### src/rtl/zsi_pkg.sv
package zsi_pkg;

    typedef enum logic [1:0] {
        ST_SVM   = 2'd0,
        ST_CLMIN = 2'd1,
        ST_CLMAX = 2'd2
    } zsi_state_e;

    localparam logic [1:0] SEL_SVM   = 2'd0;
    localparam logic [1:0] SEL_CLMIN = 2'd1;
    localparam logic [1:0] SEL_CLMAX = 2'd2;
    localparam logic [1:0] SEL_ALT   = 2'd3;

endpackage

### src/rtl/zsi_mode_fsm.sv
module zsi_mode_fsm
    import zsi_pkg::*;
(
    input  logic       clk,
    input  logic       rst_n,
    input  logic       period_start,
    input  logic [1:0] mode_sel,
    output zsi_state_e eff_mode
);

    zsi_state_e state_q;
    zsi_state_e state_nxt;

    // next-state: transitions only on the carrier-period strobe
    always_comb begin
        state_nxt = state_q;
        if (period_start) begin
            unique case (mode_sel)
                SEL_CLMIN: state_nxt = ST_CLMIN;
                SEL_CLMAX: state_nxt = ST_CLMAX;
                SEL_SVM:   state_nxt = ST_SVM;
                SEL_ALT:   state_nxt = ST_SVM;
            endcase
        end
    end

    // state register
    always_ff @(posedge clk) begin
        if (!rst_n) state_q <= ST_SVM;
        else        state_q <= state_nxt;
    end

    // output: a sample taken on the strobe cycle already uses the new rule
    always_comb begin
        eff_mode = state_nxt;
    end

    // no state change between period strobes
    a_r6_mode_hold: assert property (@(posedge clk) disable iff (!rst_n)
        !period_start |=> $stable(state_q));

endmodule

### src/rtl/zsi_extrema.sv
module zsi_extrema #(
    parameter int W = 16
) (
    input  logic signed [W-1:0] v0,
    input  logic signed [W-1:0] v1,
    input  logic signed [W-1:0] v2,
    output logic signed [W-1:0] vmin,
    output logic signed [W-1:0] vmax
);

    logic signed [W-1:0] lo01;
    logic signed [W-1:0] hi01;

    // first comparator stage: legs 0 and 1, ties keep the lower index
    always_comb begin
        lo01 = (v1 < v0) ? v1 : v0;
        hi01 = (v1 > v0) ? v1 : v0;
    end

    // second comparator stage: fold in leg 2
    always_comb begin
        vmin = (v2 < lo01) ? v2 : lo01;
        vmax = (v2 > hi01) ? v2 : hi01;
    end

endmodule

### src/rtl/zsi_duty_shaper.sv
module zsi_duty_shaper #(
    parameter int W = 16
) (
    input  logic signed [W+1:0] shifted,
    input  logic [W-1:0]        thr,
    output logic [W-1:0]        duty,
    output logic                on_rail
);

    localparam int EW = W + 2;
    localparam logic signed [EW-1:0] HALF_E = {2'b00, 1'b1, {(W-1){1'b0}}};
    localparam logic signed [EW-1:0] FULL_E = {2'b00, {W{1'b1}}};
    localparam logic [W-1:0]         FULL_W = {W{1'b1}};

    logic signed [EW-1:0] biased;
    logic [W-1:0]         sat;
    logic [W-1:0]         gap_hi;

    always_comb begin
        biased = shifted + HALF_E;
        if (biased < 0)            sat = '0;
        else if (biased > FULL_E)  sat = FULL_W;
        else                       sat = biased[W-1:0];
    end

    always_comb begin
        gap_hi = FULL_W - sat;
        if (sat < thr)          duty = '0;
        else if (gap_hi < thr)  duty = FULL_W;
        else                    duty = sat;
        on_rail = (duty == '0) || (duty == FULL_W);
    end

endmodule

### src/rtl/zsi_modulator.sv
module zsi_modulator
    import zsi_pkg::*;
#(
    parameter int W = 16
) (
    input  logic                clk,
    input  logic                rst_n,
    input  logic                in_valid,
    input  logic                period_start,
    input  logic [1:0]          mode_sel,
    input  logic [W-1:0]        min_pulse,
    input  logic signed [W-1:0] ref_a,
    input  logic signed [W-1:0] ref_b,
    input  logic signed [W-1:0] ref_c,
    output logic                out_valid,
    output logic [W-1:0]        duty_a,
    output logic [W-1:0]        duty_b,
    output logic [W-1:0]        duty_c,
    output logic [2:0]          clamped
);

    localparam int LEGS = 3;
    localparam int EW   = W + 2;
    localparam logic signed [EW-1:0] HALF_E   = {2'b00, 1'b1, {(W-1){1'b0}}};
    localparam logic signed [EW-1:0] HALFM1_E = {3'b000, {(W-1){1'b1}}};
    localparam logic [W-1:0]         FULL_W   = {W{1'b1}};
    localparam logic [W-1:0]         MID_W    = {1'b1, {(W-1){1'b0}}};

    // ---------------- stage 1: capture ----------------
    zsi_state_e          eff_mode;
    logic signed [W-1:0] v1_q [LEGS];
    logic [W-1:0]        thr1_q;
    zsi_state_e          mode1_q;
    logic                vld1_q;

    zsi_mode_fsm u_fsm (
        .clk          (clk),
        .rst_n        (rst_n),
        .period_start (period_start),
        .mode_sel     (mode_sel),
        .eff_mode     (eff_mode)
    );

    always_ff @(posedge clk) begin
        if (!rst_n) begin
            vld1_q  <= 1'b0;
            thr1_q  <= '0;
            mode1_q <= ST_SVM;
            v1_q[0] <= '0;
            v1_q[1] <= '0;
            v1_q[2] <= '0;
        end else begin
            vld1_q <= in_valid;
            if (in_valid) begin
                thr1_q  <= min_pulse;
                mode1_q <= eff_mode;
                v1_q[0] <= ref_a;
                v1_q[1] <= ref_b;
                v1_q[2] <= ref_c;
            end
        end
    end

    // ---------------- stage 2: extrema and offset ----------------
    logic signed [W-1:0]  vmin;
    logic signed [W-1:0]  vmax;
    logic signed [EW-1:0] min_e;
    logic signed [EW-1:0] max_e;
    logic signed [EW-1:0] offset;
    logic signed [EW-1:0] sh_d  [LEGS];
    logic signed [EW-1:0] sh2_q [LEGS];
    logic [W-1:0]         thr2_q;
    zsi_state_e           mode2_q;
    logic                 vld2_q;

    zsi_extrema #(.W(W)) u_ext (
        .v0   (v1_q[0]),
        .v1   (v1_q[1]),
        .v2   (v1_q[2]),
        .vmin (vmin),
        .vmax (vmax)
    );

    always_comb begin
        min_e = {{2{vmin[W-1]}}, vmin};
        max_e = {{2{vmax[W-1]}}, vmax};
        unique case (mode1_q)
            ST_CLMIN: offset = min_e + HALF_E;
            ST_CLMAX: offset = max_e - HALFM1_E;
            default:  offset = (min_e + max_e) >>> 1;
        endcase
    end

    for (genvar g = 0; g < LEGS; g++) begin : g_shift
        always_comb sh_d[g] = {{2{v1_q[g][W-1]}}, v1_q[g]} - offset;

        always_ff @(posedge clk) begin
            if (!rst_n) sh2_q[g] <= '0;
            else if (vld1_q) sh2_q[g] <= sh_d[g];
        end
    end

    always_ff @(posedge clk) begin
        if (!rst_n) begin
            vld2_q  <= 1'b0;
            thr2_q  <= '0;
            mode2_q <= ST_SVM;
        end else begin
            vld2_q <= vld1_q;
            if (vld1_q) begin
                thr2_q  <= thr1_q;
                mode2_q <= mode1_q;
            end
        end
    end

    // ---------------- stage 3: saturation, suppression ----------------
    logic [W-1:0] duty_d [LEGS];
    logic [W-1:0] duty_q [LEGS];
    logic [LEGS-1:0] rail_d;
    logic [LEGS-1:0] rail_q;
    logic vld3_q;

    for (genvar g = 0; g < LEGS; g++) begin : g_leg
        zsi_duty_shaper #(.W(W)) u_shape (
            .shifted (sh2_q[g]),
            .thr     (thr2_q),
            .duty    (duty_d[g]),
            .on_rail (rail_d[g])
        );

        always_ff @(posedge clk) begin
            if (!rst_n) begin
                duty_q[g] <= MID_W;
                rail_q[g] <= 1'b0;
            end else if (vld2_q) begin
                duty_q[g] <= duty_d[g];
                rail_q[g] <= rail_d[g];
            end
        end
    end

    always_ff @(posedge clk) begin
        if (!rst_n) vld3_q <= 1'b0;
        else        vld3_q <= vld2_q;
    end

    assign out_valid = vld3_q;
    assign duty_a    = duty_q[0];
    assign duty_b    = duty_q[1];
    assign duty_c    = duty_q[2];
    assign clamped   = rail_q;

    // fixed three-cycle latency
    a_r7_latency: assert property (@(posedge clk) disable iff (!rst_n)
        in_valid |-> ##3 out_valid);

    // clamp-low leaves one leg on the bottom rail
    a_r3_low_rail: assert property (@(posedge clk) disable iff (!rst_n)
        (out_valid && $past(mode2_q) == ST_CLMIN) |->
        (duty_a == '0 || duty_b == '0 || duty_c == '0));

    // clamp-high leaves one leg on the top rail
    a_r4_high_rail: assert property (@(posedge clk) disable iff (!rst_n)
        (out_valid && $past(mode2_q) == ST_CLMAX) |->
        (duty_a == FULL_W || duty_b == FULL_W || duty_c == FULL_W));

    // no emitted duty inside the suppressed band
    a_r5_no_short_pulse: assert property (@(posedge clk) disable iff (!rst_n)
        out_valid |->
        ((duty_a == '0 || duty_a == FULL_W ||
          (duty_a >= $past(thr2_q) && (FULL_W - duty_a) >= $past(thr2_q))) &&
         (duty_b == '0 || duty_b == FULL_W ||
          (duty_b >= $past(thr2_q) && (FULL_W - duty_b) >= $past(thr2_q))) &&
         (duty_c == '0 || duty_c == FULL_W ||
          (duty_c >= $past(thr2_q) && (FULL_W - duty_c) >= $past(thr2_q)))));

endmodule

### config.mk
export PLATFORM = sky130hd
export DESIGN_NAME = zsi_modulator
export DESIGN_NICKNAME = d
export VERILOG_FILES = /design/src/rtl/zsi_pkg.sv /design/src/rtl/zsi_mode_fsm.sv /design/src/rtl/zsi_extrema.sv /design/src/rtl/zsi_duty_shaper.sv /design/src/rtl/zsi_modulator.sv
export SDC_FILE = /design/constraint.sdc
export NUM_CORES = 1
export LEC_CHECK = 0
export BUFFER_PORTS_ARGS = -buffer_cell sky130_fd_sc_hd__buf_2
export CORE_ASPECT_RATIO = 0.5
export CORE_MARGIN = 3
export CORE_UTILIZATION = 55
export DETAILED_ROUTE_END_ITERATION = 8
export PLACE_DENSITY = 0.74
export SETUP_SLACK_MARGIN = 0.4
export SYNTH_ARGS = -nofsm -noshare
export SYNTH_HDL_FRONTEND = slang
export SYNTH_SLANG_ARGS = --single-unit
### constraint.sdc
create_clock -name clk -period 9.45 [get_ports clk]
set_clock_uncertainty 0.2 [all_clocks]
set_input_delay 1.4175 -clock clk [delete_from_list [all_inputs] [get_ports clk]]
set_output_delay 1.4175 -clock clk [all_outputs]
set_load 0.01 [all_outputs]
==> results_dict.tcl <==
set metrics [dict create \
    async_flop_share_pct 0 \
    cts_max_level 4 \
    clockBufferDepth 2 \
    synth_fp_nets 2022 \
    synth.most_common_cell "ha_1" \
    synth_area_leaders "edfxtp_1 (29%), ha_1 (17%), dfxtp_1 (5.4%), a21oi_1 (4.7%), o21ai_0 (4.4%)" \
    end_kind "flip-flop" \
    ir_drop_v 0.0001883 \
    grt_usage_pct 27.49 \
    maxCapViolations 0 \
    cp_data_arrival_time_ns 8.79 \
    crit_top_cell "a21oi_1" \
    ys_top_cells_by_count "ha_1 (217), inv_1 (163), edfxtp_1 (150)" \
    synth_fa_ha_area_share_pct 17.76 \
    drt-initial-drc-count 1394 \
    synth_xor_area_share_pct 2.074 \
    synthMuxAreaShare_pct 3.388 \
    gr-total-overflow 0 \
    port_buffers 121 \
    netSwitchingPower_mw 2.314 \
    synth-edff-count 150 \
    hold_ws_ns 0.3191 \
    min_path_type "reg -> reg" \
    critPathMaxStageDelay_ns 0.46 \
    dr.pass1.iters 5 \
    cts_root_buffer "clkbuf_16" \
    synth-simple-area-share_pct 17.83 \
    ys_warn_count 0 \
    clk_pin_slew_ns 0.07 \
    cp-start-kind "flip-flop" \
    crit_type "reg -> reg" \
    comb_power_share_pct 63.9 \
    cp_top_family "compound AO/OA/AOI/OAI gates" \
    ioPinCount 122 \
    synthCells 1732 \
    crit_slowest_cell "o21ai_0" \
    finalHoldViolCount 0 \
    setup_tns_ns 0 \
    rsz0062_at_grt "true" \
    p_seq_share_pct 21.9 \
    cts_made_buffers 17 \
    crit_required_ns 9.55 \
    crit_path_max_fanout 27 \
    slew_violations 0 \
    ys_types 88 \
    clkPwrFrac_pct 14.2 \
    wl_um 43020 \
    viasPerCell 6.063 \
    leakage_nw 7.740 \
    ys.flop_type "edfxtp_1" \
    antenna_found_initial 0 \
    netSwitchingFraction_pct 46.75 \
    synth_seq_cells 192 \
    seq_area_frac_synth_pct 34.21 \
    synth_top_family_by_area "compound AO/OA/AOI/OAI gates" \
    fmax_mhz 115.0 \
    dpl.hpwl_um 33910 \
    synth.avg_cell_area_um2 9.020 \
    worstMarginPinSlew_ns 1.164 \
    status "complete, no violations" \
    antenna_cells 0 \
    dieArea_um2 30590 \
    setup_violations 0 \
    coreArea_um2 27170 \
    die_w_um 244.3 \
    detail-route-antenna-nets 0 \
    grt_max_degree 82 \
    yosysTopAreaCell "edfxtp_1" \
    cts_sinks 192 \
    synth-compound-area-share_pct 19.08 \
    num_rows 42 \
    fin_crit_ns 8.699 \
    wire_per_inst_um 19.21 \
    cp.buffers_inverters 4 \
    fin_crit_sh_pct 92.06 \
    grt_first_pass_wirelength_um 66180 \
    p_int_mw 2.636 \
    synth_top_area_share_pct 28.83 \
    drc 0 \
    area_growth_pct 12.04 \
    cts_tree "done" \
    globalplace.congestion 1.066 \
    rrSetupSlack_ns 0.75 \
    p_per_area_nw_per_um2 282.8 \
    vias 13580 \
    drive_above_1_share_pct 13.50 \
    initial_core_util_pct 57.50 \
    slew_headroom_pct 21.91 \
    synth_area_um2 15620 \
    insertion_delay_ns 0.46 \
    fp.dieH_um 125.2 \
    n_fill_cell 2329 \
    final_nets 2143 \
    grt_pass1_vias 12040 \
]
## metrics by stage
stage	instance area [µm²]	instances	setup slack, ns	utilization, %	total power [mW]
after global routing	17500	2240	0.3592	64.42	5.338
final	17500	2240	0.7507	64.42	4.950
after detailed placement	16700	2193	0.1511	61.48	4.105
after floorplan	15620	1732	1.231	-	3.293
after global placement	16700	2193	0.2256	61.48	4.073
after CTS	17290	2226	0.4433	63.63	4.827
## registers in the layout, summed over array words and instances (netlist names)
signal,cells
clamped,3
out_valid,1
u_fsm.state_q,2
vld2_q,1
v1_q,48
vld1_q,1
sh2_q,54
thr1_q,16
thr2_q,16
mode1_q,2
duty_q,48
## cell families (layout without fill, tap and decap cells)
family / count (synthesis) / count (layout)
simple gates: 524 / 524
compound gates: 476 / 476
buf+inv: 231 / 365
fa+ha+maj: 220 / 220
flops: 192 / 192
mux: 52 / 52
xor+xnor: 37 / 37
## layout by cell type (no fill, tap or decap), drive strengths merged, types with 18 or more instances in the layout
master,instances
nor4,18
nand4,33
nand3,27
nor2b,57
a21oi,149
buf,169
dfxtp,42
nor2,126
nand2,76
o21ai,165
xnor2,27
and3,69
mux2i,48
ha,217
clkbuf,22
inv,170
edfxtp,150
nor3,47
## per-layer routing
layer | global-route usage (%) | wire length (µm) | vias to the layer above
li1 | - | - | 6583
met1 | 40.70 | 19960 | 6310
met2 | 41.17 | 18130 | 608
met3 | 5.135 | 3894 | 80
met4 | 7.427 | 1032 | 0
met5 | 0 | 0 | -
## final cells by class
type                            count  area (µm²)  share of cell area [%]
Inverter                          164       615.6                   3.517
Timing Repair Buffer              169       985.9                   5.633
Clock buffer                       22       475.5                   2.716
Tap cell                          374       467.9                   2.674
Clock inverter                     10       91.34                  0.5218
Multi-Input combinational cell   1309        9522                   54.40
Sequential cell                   192        5345                   30.54
## worst paths after layout
kind	cells after the start	from	end
setup / recovery	32	v1_q[0][15]	sh2_q[0][17]
hold / removal	2	thr1_q[6]	thr1_q[6]
setup reg to reg	32	v1_q[0][15]	sh2_q[0][17]
hold reg to reg	2	thr1_q[6]	thr1_q[6]
## worst min-delay path: stages (launching register included)
cell and delay (ns):
dfxtp_1 0.33, mux2i_1 0.06, nor2b_1 0.09
## power by group through the flow
stage               Combinational (mW)  Sequential (mW)  Clock, mW
floorplan                         2.21             1.08          0
global placement                  2.97             1.11          0
detailed placement                3.00             1.11          0
CTS                               3.03             1.09      0.711
global route                      3.50             1.09      0.747
finish                            3.16             1.09      0.703
## repair_timing
item | CTS | global route
gates resized for setup | 5 | 43
pin swaps | 0 | 2
setup endpoints to repair | 15 | 27
gates cloned | 0 | 0
buffers inserted | 1 | 14
hold buffers | 0 | 0
No activity file was read; power rests on OpenSTA's default activity.
